==> src/rtl/mac16_pkg.sv <==
package mac16_pkg;
   localparam int OP_W   = 16;
   localparam int HALF_W = 8;
   localparam int PROD_W = 2 * OP_W;
   localparam int SUM_W  = PROD_W + 1;
   localparam int PP_W   = 2 * (HALF_W + 1);

   typedef struct packed {
      logic signed [PP_W-1:0] hh;
      logic signed [PP_W-1:0] hl;
      logic signed [PP_W-1:0] lh;
      logic signed [PP_W-1:0] ll;
   } pp_t;

   function automatic logic [PROD_W-1:0] pp_sum(input pp_t p);
      logic [PROD_W-1:0] hh, hl, lh, ll;
      hh = {{(PROD_W-PP_W){p.hh[PP_W-1]}}, p.hh};
      hl = {{(PROD_W-PP_W){p.hl[PP_W-1]}}, p.hl};
      lh = {{(PROD_W-PP_W){p.lh[PP_W-1]}}, p.lh};
      ll = {{(PROD_W-PP_W){p.ll[PP_W-1]}}, p.ll};
      return (hh << (2*HALF_W)) + (hl << HALF_W) + (lh << HALF_W) + ll;
   endfunction
endpackage

==> src/rtl/mac16_stage_reg.sv <==
module mac16_stage_reg #(
   parameter int W   = 16,
   parameter int EN  = 1,
   parameter int NEG = 0
) (
   input  logic         clk,
   input  logic         rst,
   input  logic         clr,
   input  logic         hold,
   input  logic [W-1:0] d,
   output logic [W-1:0] q
);
   if (W < 1) begin : g_bad_w
      $error("mac16_stage_reg: W must be positive");
   end

   if (EN == 0) begin : g_bypass
      logic unused_ctl;
      assign unused_ctl = ^{clk, rst, clr, hold};
      assign q = d;
   end else begin : g_reg
      logic [W-1:0] r;
      logic [W-1:0] nxt;
      always_comb begin
         if (rst || clr)  nxt = '0;
         else if (hold)   nxt = r;
         else             nxt = d;
      end
      if (NEG != 0) begin : g_fall
         always_ff @(negedge clk) r <= nxt;
      end else begin : g_rise
         always_ff @(posedge clk) r <= nxt;
      end
      assign q = r;
   end
endmodule

==> src/rtl/mac16_mult.sv <==
module mac16_mult
   import mac16_pkg::*;
#(
   parameter int A_SGN = 1,
   parameter int B_SGN = 1
) (
   input  logic [OP_W-1:0] a,
   input  logic [OP_W-1:0] b,
   output pp_t             pp
);
   logic signed [HALF_W:0] ah, al, bh, bl;

   assign ah = {(A_SGN != 0) ? a[OP_W-1] : 1'b0, a[OP_W-1:HALF_W]};
   assign al = {1'b0, a[HALF_W-1:0]};
   assign bh = {(B_SGN != 0) ? b[OP_W-1] : 1'b0, b[OP_W-1:HALF_W]};
   assign bl = {1'b0, b[HALF_W-1:0]};

   assign pp.hh = ah * bh;
   assign pp.hl = ah * bl;
   assign pp.lh = al * bh;
   assign pp.ll = al * bl;
endmodule

==> src/rtl/mac16_addsub.sv <==
module mac16_addsub
   import mac16_pkg::*;
#(
   parameter int SGN = 1
) (
   input  logic [PROD_W-1:0] x,
   input  logic [PROD_W-1:0] y,
   input  logic              sub,
   output logic [SUM_W-1:0]  sum
);
   logic [SUM_W-1:0] wide;

   assign wide = sub ? ({1'b0, y} - {1'b0, x}) : ({1'b0, y} + {1'b0, x});

   if (SGN != 0) begin : g_signed
      assign sum = {wide[PROD_W-1], wide[PROD_W-1:0]};
   end else begin : g_unsigned
      assign sum = wide;
   end
endmodule

==> src/rtl/mac16_unit.sv <==
module mac16_unit
   import mac16_pkg::*;
#(
   parameter int A_W       = 16,
   parameter int B_W       = 16,
   parameter int A_SIGNED  = 1,
   parameter int B_SIGNED  = 1,
   parameter int HAS_CLK   = 1,
   parameter int NEG_EDGE  = 0,
   parameter int A_REG     = 1,
   parameter int B_REG     = 1,
   parameter int CD_REG    = 1,
   parameter int MULT_REG1 = 1,
   parameter int MULT_REG2 = 1,
   parameter int OUT_REG   = 1,
   parameter int ACCUM     = 1,
   parameter int LOW_ONLY  = 0
) (
   input  logic               clk,
   input  logic               rst,
   input  logic [A_W-1:0]     a_in,
   input  logic [B_W-1:0]     b_in,
   input  logic [OP_W-1:0]    c_in,
   input  logic [OP_W-1:0]    d_in,
   input  logic               a_hold,
   input  logic               b_hold,
   input  logic               cd_hold,
   input  logic               top_clr,
   input  logic               bot_clr,
   input  logic               sub_en,
   input  logic               acc_load,
   input  logic               out_hold,
   input  logic               out_clr,
   output logic [PROD_W-1:0]  result,
   output logic               carry_out
);
   localparam int CLK_ON  = (HAS_CLK != 0) ? 1 : 0;
   localparam int EN_A    = (A_REG != 0) ? CLK_ON : 0;
   localparam int EN_B    = (B_REG != 0) ? CLK_ON : 0;
   localparam int EN_CD   = (CD_REG != 0) ? CLK_ON : 0;
   localparam int EN_P1   = (MULT_REG1 != 0) ? CLK_ON : 0;
   localparam int EN_P2   = (MULT_REG2 != 0) ? CLK_ON : 0;
   localparam int EN_O    = (OUT_REG != 0) ? CLK_ON : 0;
   localparam int BOTH_S  = (A_SIGNED != 0 && B_SIGNED != 0) ? 1 : 0;
   localparam int LOW_W   = OP_W;

   if (A_W < 2 || A_W > OP_W) begin : g_bad_aw
      $error("mac16_unit: A_W must lie in 2..16");
   end
   if (B_W < 2 || B_W > OP_W) begin : g_bad_bw
      $error("mac16_unit: B_W must lie in 2..16");
   end
   if (ACCUM != 0 && EN_O == 0) begin : g_bad_acc
      $error("mac16_unit: accumulation needs a clocked output register");
   end
   if (LOW_ONLY != 0 && EN_O == 0) begin : g_bad_low
      $error("mac16_unit: low-half mode needs a clocked output register");
   end

   // operand widening
   logic [OP_W-1:0] a_ext, b_ext;
   for (genvar i = 0; i < OP_W; i++) begin : g_aext
      if (i < A_W) begin : g_in
         assign a_ext[i] = a_in[i];
      end else begin : g_fill
         assign a_ext[i] = (A_SIGNED != 0) ? a_in[A_W-1] : 1'b0;
      end
   end
   for (genvar i = 0; i < OP_W; i++) begin : g_bext
      if (i < B_W) begin : g_in
         assign b_ext[i] = b_in[i];
      end else begin : g_fill
         assign b_ext[i] = (B_SIGNED != 0) ? b_in[B_W-1] : 1'b0;
      end
   end

   // input stage
   logic [OP_W-1:0]   a_q, b_q;
   logic [PROD_W-1:0] cd_q;

   mac16_stage_reg #(.W(OP_W), .EN(EN_A), .NEG(NEG_EDGE)) u_reg_a (
      .clk(clk), .rst(rst), .clr(top_clr), .hold(a_hold), .d(a_ext), .q(a_q));
   mac16_stage_reg #(.W(OP_W), .EN(EN_B), .NEG(NEG_EDGE)) u_reg_b (
      .clk(clk), .rst(rst), .clr(bot_clr), .hold(b_hold), .d(b_ext), .q(b_q));
   mac16_stage_reg #(.W(PROD_W), .EN(EN_CD), .NEG(NEG_EDGE)) u_reg_cd (
      .clk(clk), .rst(rst), .clr(1'b0), .hold(cd_hold), .d({c_in, d_in}), .q(cd_q));

   // multiplier and pipeline
   pp_t pp_d, pp_q;
   logic [PROD_W-1:0] prod_d, prod_q;

   mac16_mult #(.A_SGN(A_SIGNED), .B_SGN(B_SIGNED)) u_mult (
      .a(a_q), .b(b_q), .pp(pp_d));

   mac16_stage_reg #(.W($bits(pp_t)), .EN(EN_P1), .NEG(NEG_EDGE)) u_reg_pp (
      .clk(clk), .rst(rst), .clr(1'b0), .hold(1'b0), .d(pp_d), .q(pp_q));

   assign prod_d = pp_sum(pp_q);

   mac16_stage_reg #(.W(PROD_W), .EN(EN_P2), .NEG(NEG_EDGE)) u_reg_prod (
      .clk(clk), .rst(rst), .clr(1'b0), .hold(1'b0), .d(prod_d), .q(prod_q));

   // post adder
   logic [SUM_W-1:0]  sum_d, out_q;
   logic [PROD_W-1:0] addend;

   if (ACCUM != 0) begin : g_acc
      assign addend = acc_load ? cd_q : out_q[PROD_W-1:0];
   end else begin : g_plain
      logic unused_load;
      assign unused_load = acc_load;
      assign addend = cd_q;
   end

   mac16_addsub #(.SGN(BOTH_S)) u_add (
      .x(prod_q), .y(addend), .sub(sub_en), .sum(sum_d));

   mac16_stage_reg #(.W(SUM_W), .EN(EN_O), .NEG(NEG_EDGE)) u_reg_out (
      .clk(clk), .rst(rst), .clr(out_clr), .hold(out_hold), .d(sum_d), .q(out_q));

   // output select
   if (LOW_ONLY != 0) begin : g_low
      logic unused_hi;
      assign unused_hi = ^out_q[SUM_W-1:LOW_W];
      assign result    = {{(PROD_W-LOW_W){1'b0}}, out_q[LOW_W-1:0]};
      assign carry_out = 1'b0;
   end else begin : g_full
      assign result    = out_q[PROD_W-1:0];
      assign carry_out = out_q[SUM_W-1];
   end
endmodule

==> config.mk <==
export PLATFORM = sky130hd
export DESIGN_NAME = mac16_unit
export DESIGN_NICKNAME = d
export VERILOG_FILES = /design/src/rtl/mac16_pkg.sv /design/src/rtl/mac16_stage_reg.sv /design/src/rtl/mac16_mult.sv /design/src/rtl/mac16_addsub.sv /design/src/rtl/mac16_unit.sv
export SDC_FILE = /design/constraint.sdc
export NUM_CORES = 1
export LEC_CHECK = 0
export BUFFER_PORTS_ARGS = -buffer_cell sky130_fd_sc_hd__buf_4
export CAP_MARGIN = 20
export CORE_UTILIZATION = 57
export DETAILED_ROUTE_END_ITERATION = 6
export PLACE_DENSITY_LB_ADDON = 0.15
export SYNTH_ARGS = -nofsm -noshare
export SYNTH_HDL_FRONTEND = slang
export SYNTH_SLANG_ARGS = --single-unit
==> constraint.sdc <==
create_clock -name clk -period 10.6 [get_ports clk]
set_input_delay 1.59 -clock clk [delete_from_list [all_inputs] [get_ports clk]]
set_output_delay 1.59 -clock clk [all_outputs]
set_load 0.02 [all_outputs]
---- Word-level counts from Yosys, hierarchy flattened ----
Index checks and enable logic that the tools add are counted.
storage, ports and cells
  bits in registers ....................... 198
  input bits .............................. 75
operators by class
  muxes and demuxes ....................... 2
  reductions and logical operators ........ 3
  add/subtract/negate cells ............... 5
  $mul .................................... 4
operators by type and width
  kind                        count
  adder 32 bit                4
  2-to-1 mux 32 bit           2
  multiplier 8 x 8 -> 16 bit  2
  subtractor 32 bit           1
  multiplier 8 x 9 -> 17 bit  1
  multiplier 9 x 8 -> 17 bit  1
  logical OR 1 bit            3

---- Longest topological paths before layout ----
  depth in word-level cells ............... 3
  gate-level depth with buffers ........... 20

---- Hierarchy ----
Synthesis repeated with hierarchy kept, for this count alone.
unflattened totals
  cell total of the unflattened synthesis .. 2400
  area, all modules ....................... 21470.6 µm²
by module, submodules not included
  module                           instances  seq. area each (µm²)  area an instance (µm²)  cells each
  mac16_mult                       1          0.0                   9033.7                  1060
  mac16_unit                       1          0.0                   2691.3                  326
  mac16_stage_reg at u_reg_pp      1          1441.4                2645.0                  233
  mac16_addsub                     1          0.0                   2406.1                  357
  mac16_stage_reg at u_reg_cd ...  2          640.6                 1156.1                  105
  mac16_stage_reg at u_reg_out     1          660.6                 1218.7                  108
  mac16_stage_reg at u_reg_a ...   2          320.3                 581.8                   53

---- Worst setup path after synthesis ----
Ideal clock, no wire load.
  kind .................................... input port to flip-flop
  start point ............................. in acc_load
  end point ............................... reg u_reg_out.g_reg.r[24], in the netlist u_reg_out.q[24]
  path buffers ............................ 2
  data arrival time ....................... 4.547 ns
  stages .................................. 13
  data required time ...................... 10.484 ns
  slack ................................... 5.937 ns
  cell sequence ........................... clkbuf_1 -> clkbuf_1 -> mux2_2 -> ha_1 -> a21o_1 -> a2111oi_2 -> nor4_1 -> a211oi_2 -> o31ai_1 -> a31oi_1 -> a21oi_1 -> xor2_1 -> o211a_1
between the ends
  longest elaborated chain between the ends .. 3
RTL lines
  element                                                   RTL line               source
  from (decl)                                               mac16_unit.sv:31       input logic acc_load,
  2-to-1 mux 32 bit (*)                                     mac16_unit.sv:108      assign addend = acc_load ? cd_q : out_q[PROD_W-1:0];
  adder 32 bit / subtractor 32 bit (equally long branches)  mac16_addsub.sv:13     assign wide = sub ? ({1'b0, y} - {1'b0, x}) : ({1'b0, y} + {1'b0, x});
  2-to-1 mux 32 bit (*)                                     mac16_addsub.sv:13
  to (signal assigned)                                      mac16_stage_reg.sv:32  always_ff @(posedge clk) r <= nxt;
  to (decl)                                                 mac16_stage_reg.sv:22  logic [W-1:0] r;
Mark *: on every way between the ends. The rest lies on a longest branch, timed or not.
A chain may end at the register's enable or synchronous reset.

---- Worst setup path after layout ----
  start point ............................. reg u_reg_a.g_reg.r[15], in the netlist u_reg_a.q[15]
  end point ............................... reg u_reg_pp.g_reg.r[51], in the netlist u_reg_pp.q[51]
between the ends
  longest elaborated chain between the ends .. 1
RTL lines
  element                     RTL line               source
  from (decl)                 mac16_stage_reg.sv:22
  from (signal assigned)      mac16_stage_reg.sv:32
  multiplier 8 x 9 -> 17 bit  mac16_mult.sv:19       assign pp.hl = ah * bl;
  to (signal assigned)        mac16_stage_reg.sv:32
  to (decl)                   mac16_stage_reg.sv:22
Every way passes these cells.

==> reports/metrics.yaml <==
multi_input_area_um2: 13500
peakVddDrop_uv: 124
synth.yosys.warnings: 0
endpoint_kind: "flop"
fp.dieW_um: 183
r2r_end: "u_reg_pp.q[51]"
holdCritPathClass: "reg2reg"
hold_viol_final: 0
hold_buffers: 0
synthXorXnorAreaFrac_pct: 5.78
insertion_delay_ns: 0.46
cts_made_buffers: 17
synth-seq-cells: 194
p_switching_mw: 0.669
routed_wl_um: 38300
synthSimpleGateAreaFrac_pct: 18.1
antenna_found_initial: 0
max_cap_violations: 0
drt_first_pass_iters: 5
area_delta_synth_final_pct: 8.71
drive_gt1_share_pct: 8.75
dpl.cell_count: 2540
nNetsFinal: 2595
ff2ff_path_depth: 17
ys.flop_type: "dfxtp_1"
clock_path_buffers: 2
setup_tns_ns: 0
required_ns: 10.91
synth-adder-area-share_pct: 34.2
cts_num_sinks: 194
holdWs_ns: 0.438
worstPathMaxFanout: 12
row_count: 65
drt-wirelength-per-cell_um: 14.9
regArea_um2: 3880
hpwlAfterDp_um: 30300
setup_viol: 0
powerDensity_nw_per_um2: 98.4
synth_area_um2: 18600
min_from: "u_reg_pp.q[1]"
grt_setup_unrepaired: "no"
layout_common_cells: "inv_1 (259), nor2_1 (233), ha_1 (206)"
seq_area_frac_synth_pct: 20.8
synth_edf_count: 0
comb_power_share_pct: 27.9
fin_util_pct: 63.6
synth_top_family_by_area: "adder cells"
fp.dieH_um: 183
gp_congestion: 1.00
grt_usage_pct: 24.6
power_mw: 2.00
outcome: "finished, final reports clean"
maxSlewHeadroom_pct: 42.4
syn_nets: 2548
fmax_mhz: 187
drc_errors: 0
syn_area_per_cell_um2: 8.98
core_area_um2: 31900
cts_resized: 0
overflow: 0
layout_min_cycle_time_ns: 5.36
synthArstFlopShare_pct: 0
routed-via-count: 13600
worst-slew-pin-transition_ns: 0.861
htree_levels: 4
muxShareOfSynthArea_pct: 5.95
grt_max_degree: 74
p_int_mw: 1.33
final.setup_skew_ns: 0.0123
drtIter0Drc: 638
drtAntennaViolNets: 0
final_common_cell: "inv_1"
numPortBuffers: 107
yosys.cell_types.count: 62
min_path_cells: 1
p_leak_nw: 10.2
die_area_um2: 33400
hold_end: "u_reg_prod.q[1]"
arrival_ns: 5.67
crit_type: "reg2reg"
worst-r2r-setup-slack_ns: 5.24
timing.final.crit_share_pct: 50.6
cts_tree: "built"
pin_count: 108
grt_pass1_vias: 14200
stdcell_count: 2573
grt_pass1_wl_um: 66500
via_per_inst: 5.30
p_sw_share_pct: 33.5
synth_compound_area_share_pct: 8.29
clk_pin_slew_worst_paths_ns: 0.08
cts_root_buffer: "clkbuf_16"
netlist_instances: 2077
cts_setup_buffers: 0
start_util_pct: 58.5
pwr-share-clk_pct: 31.9
critPathLaunchType: "flop"
fillCellCount: 2770
final_max_slew_viol_count: 0
r2r_start: "u_reg_a.q[15]"
seqPwrFrac_pct: 40.2
## metrics by stage
| stage | setup WS (ns) | area, um^2 |
|---|---|---|
| floorplan | 5.94 | 18600 |
| global placement | 5.53 | 19700 |
| detailed placement | 5.29 | 19700 |
| CTS | 5.27 | 20300 |
| global route | 5.00 | 20300 |
| finish | 5.24 | 20300 |
## sequential cells by signal (all words and copies together), names as in the netlist
register and flops:
u_reg_pp.q 66, u_reg_cd.q 32, u_reg_a.q 16, u_reg_b.q 16, u_reg_prod.q 32, u_reg_out.q 32
## area by class of cell
| class | instances | area share, % |
|---|---|---|
| clock buffers | 19 | 2.14 |
| repair buffers | 108 | 4.00 |
| multi-input cells | 1543 | 66.5 |
| inverters | 260 | 4.81 |
| flip-flops and latches | 194 | 19.2 |
| diodes | 1 | 0.0123 |
| well taps | 435 | 2.68 |
| clock inverters | 13 | 0.697 |
## worst max-delay path, stage by stage, from the launching register on
cell and delay, ns:
dfxtp_1 0.68, clkinv_1 0.49, fa_1 0.61, fa_1 0.52, inv_1 0.06, fa_1 0.54
inv_1 0.05, fa_1 0.47, inv_1 0.04, ha_1 0.28, inv_1 0.09, o21ai_1 0.09
a2111oi_0 0.45, nor3_1 0.17, a31oi_1 0.31, o21ai_1 0.14, xnor2_1 0.15, nor2_1 0.05
## power by group through the flow
stage	Clock [mW]	Combinational (mW)	Sequential, mW
3_5_place_dp	0	0.551	0.819
2_1_floorplan	0	0.420	0.814
3_3_place_gp	0	0.539	0.817
6_report	0.636	0.558	0.802
5_1_grt	0.680	0.619	0.808
4_1_cts	0.653	0.555	0.802
## worst max path at each step
stage	startpoint	to	slack, ns
4_1_cts	u_reg_a.q[15]	u_reg_pp.q[51]	5.27
5_1_grt	u_reg_a.q[15]	u_reg_pp.q[51]	5.00
6_report	u_reg_a.q[15]	u_reg_pp.q[51]	5.24
2_1_floorplan	acc_load	u_reg_out.q[24]	5.94
3_3_place_gp	u_reg_a.q[15]	u_reg_pp.q[51]	5.53
3_5_place_dp	u_reg_a.q[15]	u_reg_pp.q[51]	5.29
## Yosys cell counts, types with 3 or more instances
cell / n / area (um^2)
mux2i_1: 76 / 761
o21ai_1: 33 / 165
nor4_1: 5 / 31.3
nand2b_1: 19 / 119
a2111oi_0: 3 / 26.3
nand2_1: 96 / 360
o31ai_1: 5 / 37.5
xor2_1: 40 / 350
nor2_1: 233 / 875
a31oi_1: 18 / 113
mux2_2: 30 / 338
a21o_1: 40 / 300
or2_2: 6 / 37.5
clkbuf_1: 68 / 255
nor3_1: 33 / 165
nand3_1: 17 / 85.1
xnor2_1: 83 / 727
ha_1: 206 / 2580
a21oi_1: 91 / 455
dfxtp_1: 194 / 3880
o211ai_1: 4 / 30.0
and2_1: 188 / 1180
a211oi_2: 3 / 37.5
a211o_1: 4 / 35.0
o21a_1: 10 / 75.1
fa_1: 190 / 3800
and3b_1: 4 / 35.0
or3_1: 9 / 56.3
o211a_1: 3 / 30.0
nor2b_1: 43 / 269
buf_1: 9 / 33.8
o21ai_0: 13 / 65.1
a211oi_1: 4 / 30.0
inv_1: 259 / 972
## cell families (layout without fill, tap and decap cells)
kind of cell	Yosys count	in the layout
AOI/OAI and AO/OA	247	247
xor gates and xnor gates	123	123
adders and majority gates	396	396
buffers and inverters	340	400
DFF	194	194
muxes	107	107
other	0	1
and+or+nand+nor	670	670
## per-layer routing
metal	routed length, um	GRT usage [%]	vias up
met1	17600	31.6	6467
met3	1640	3.67	57
li1	-	-	6795
met5	0	0	-
met4	605	6.70	0
met2	18500	43.1	322
(Power assumes the default switching activity.)
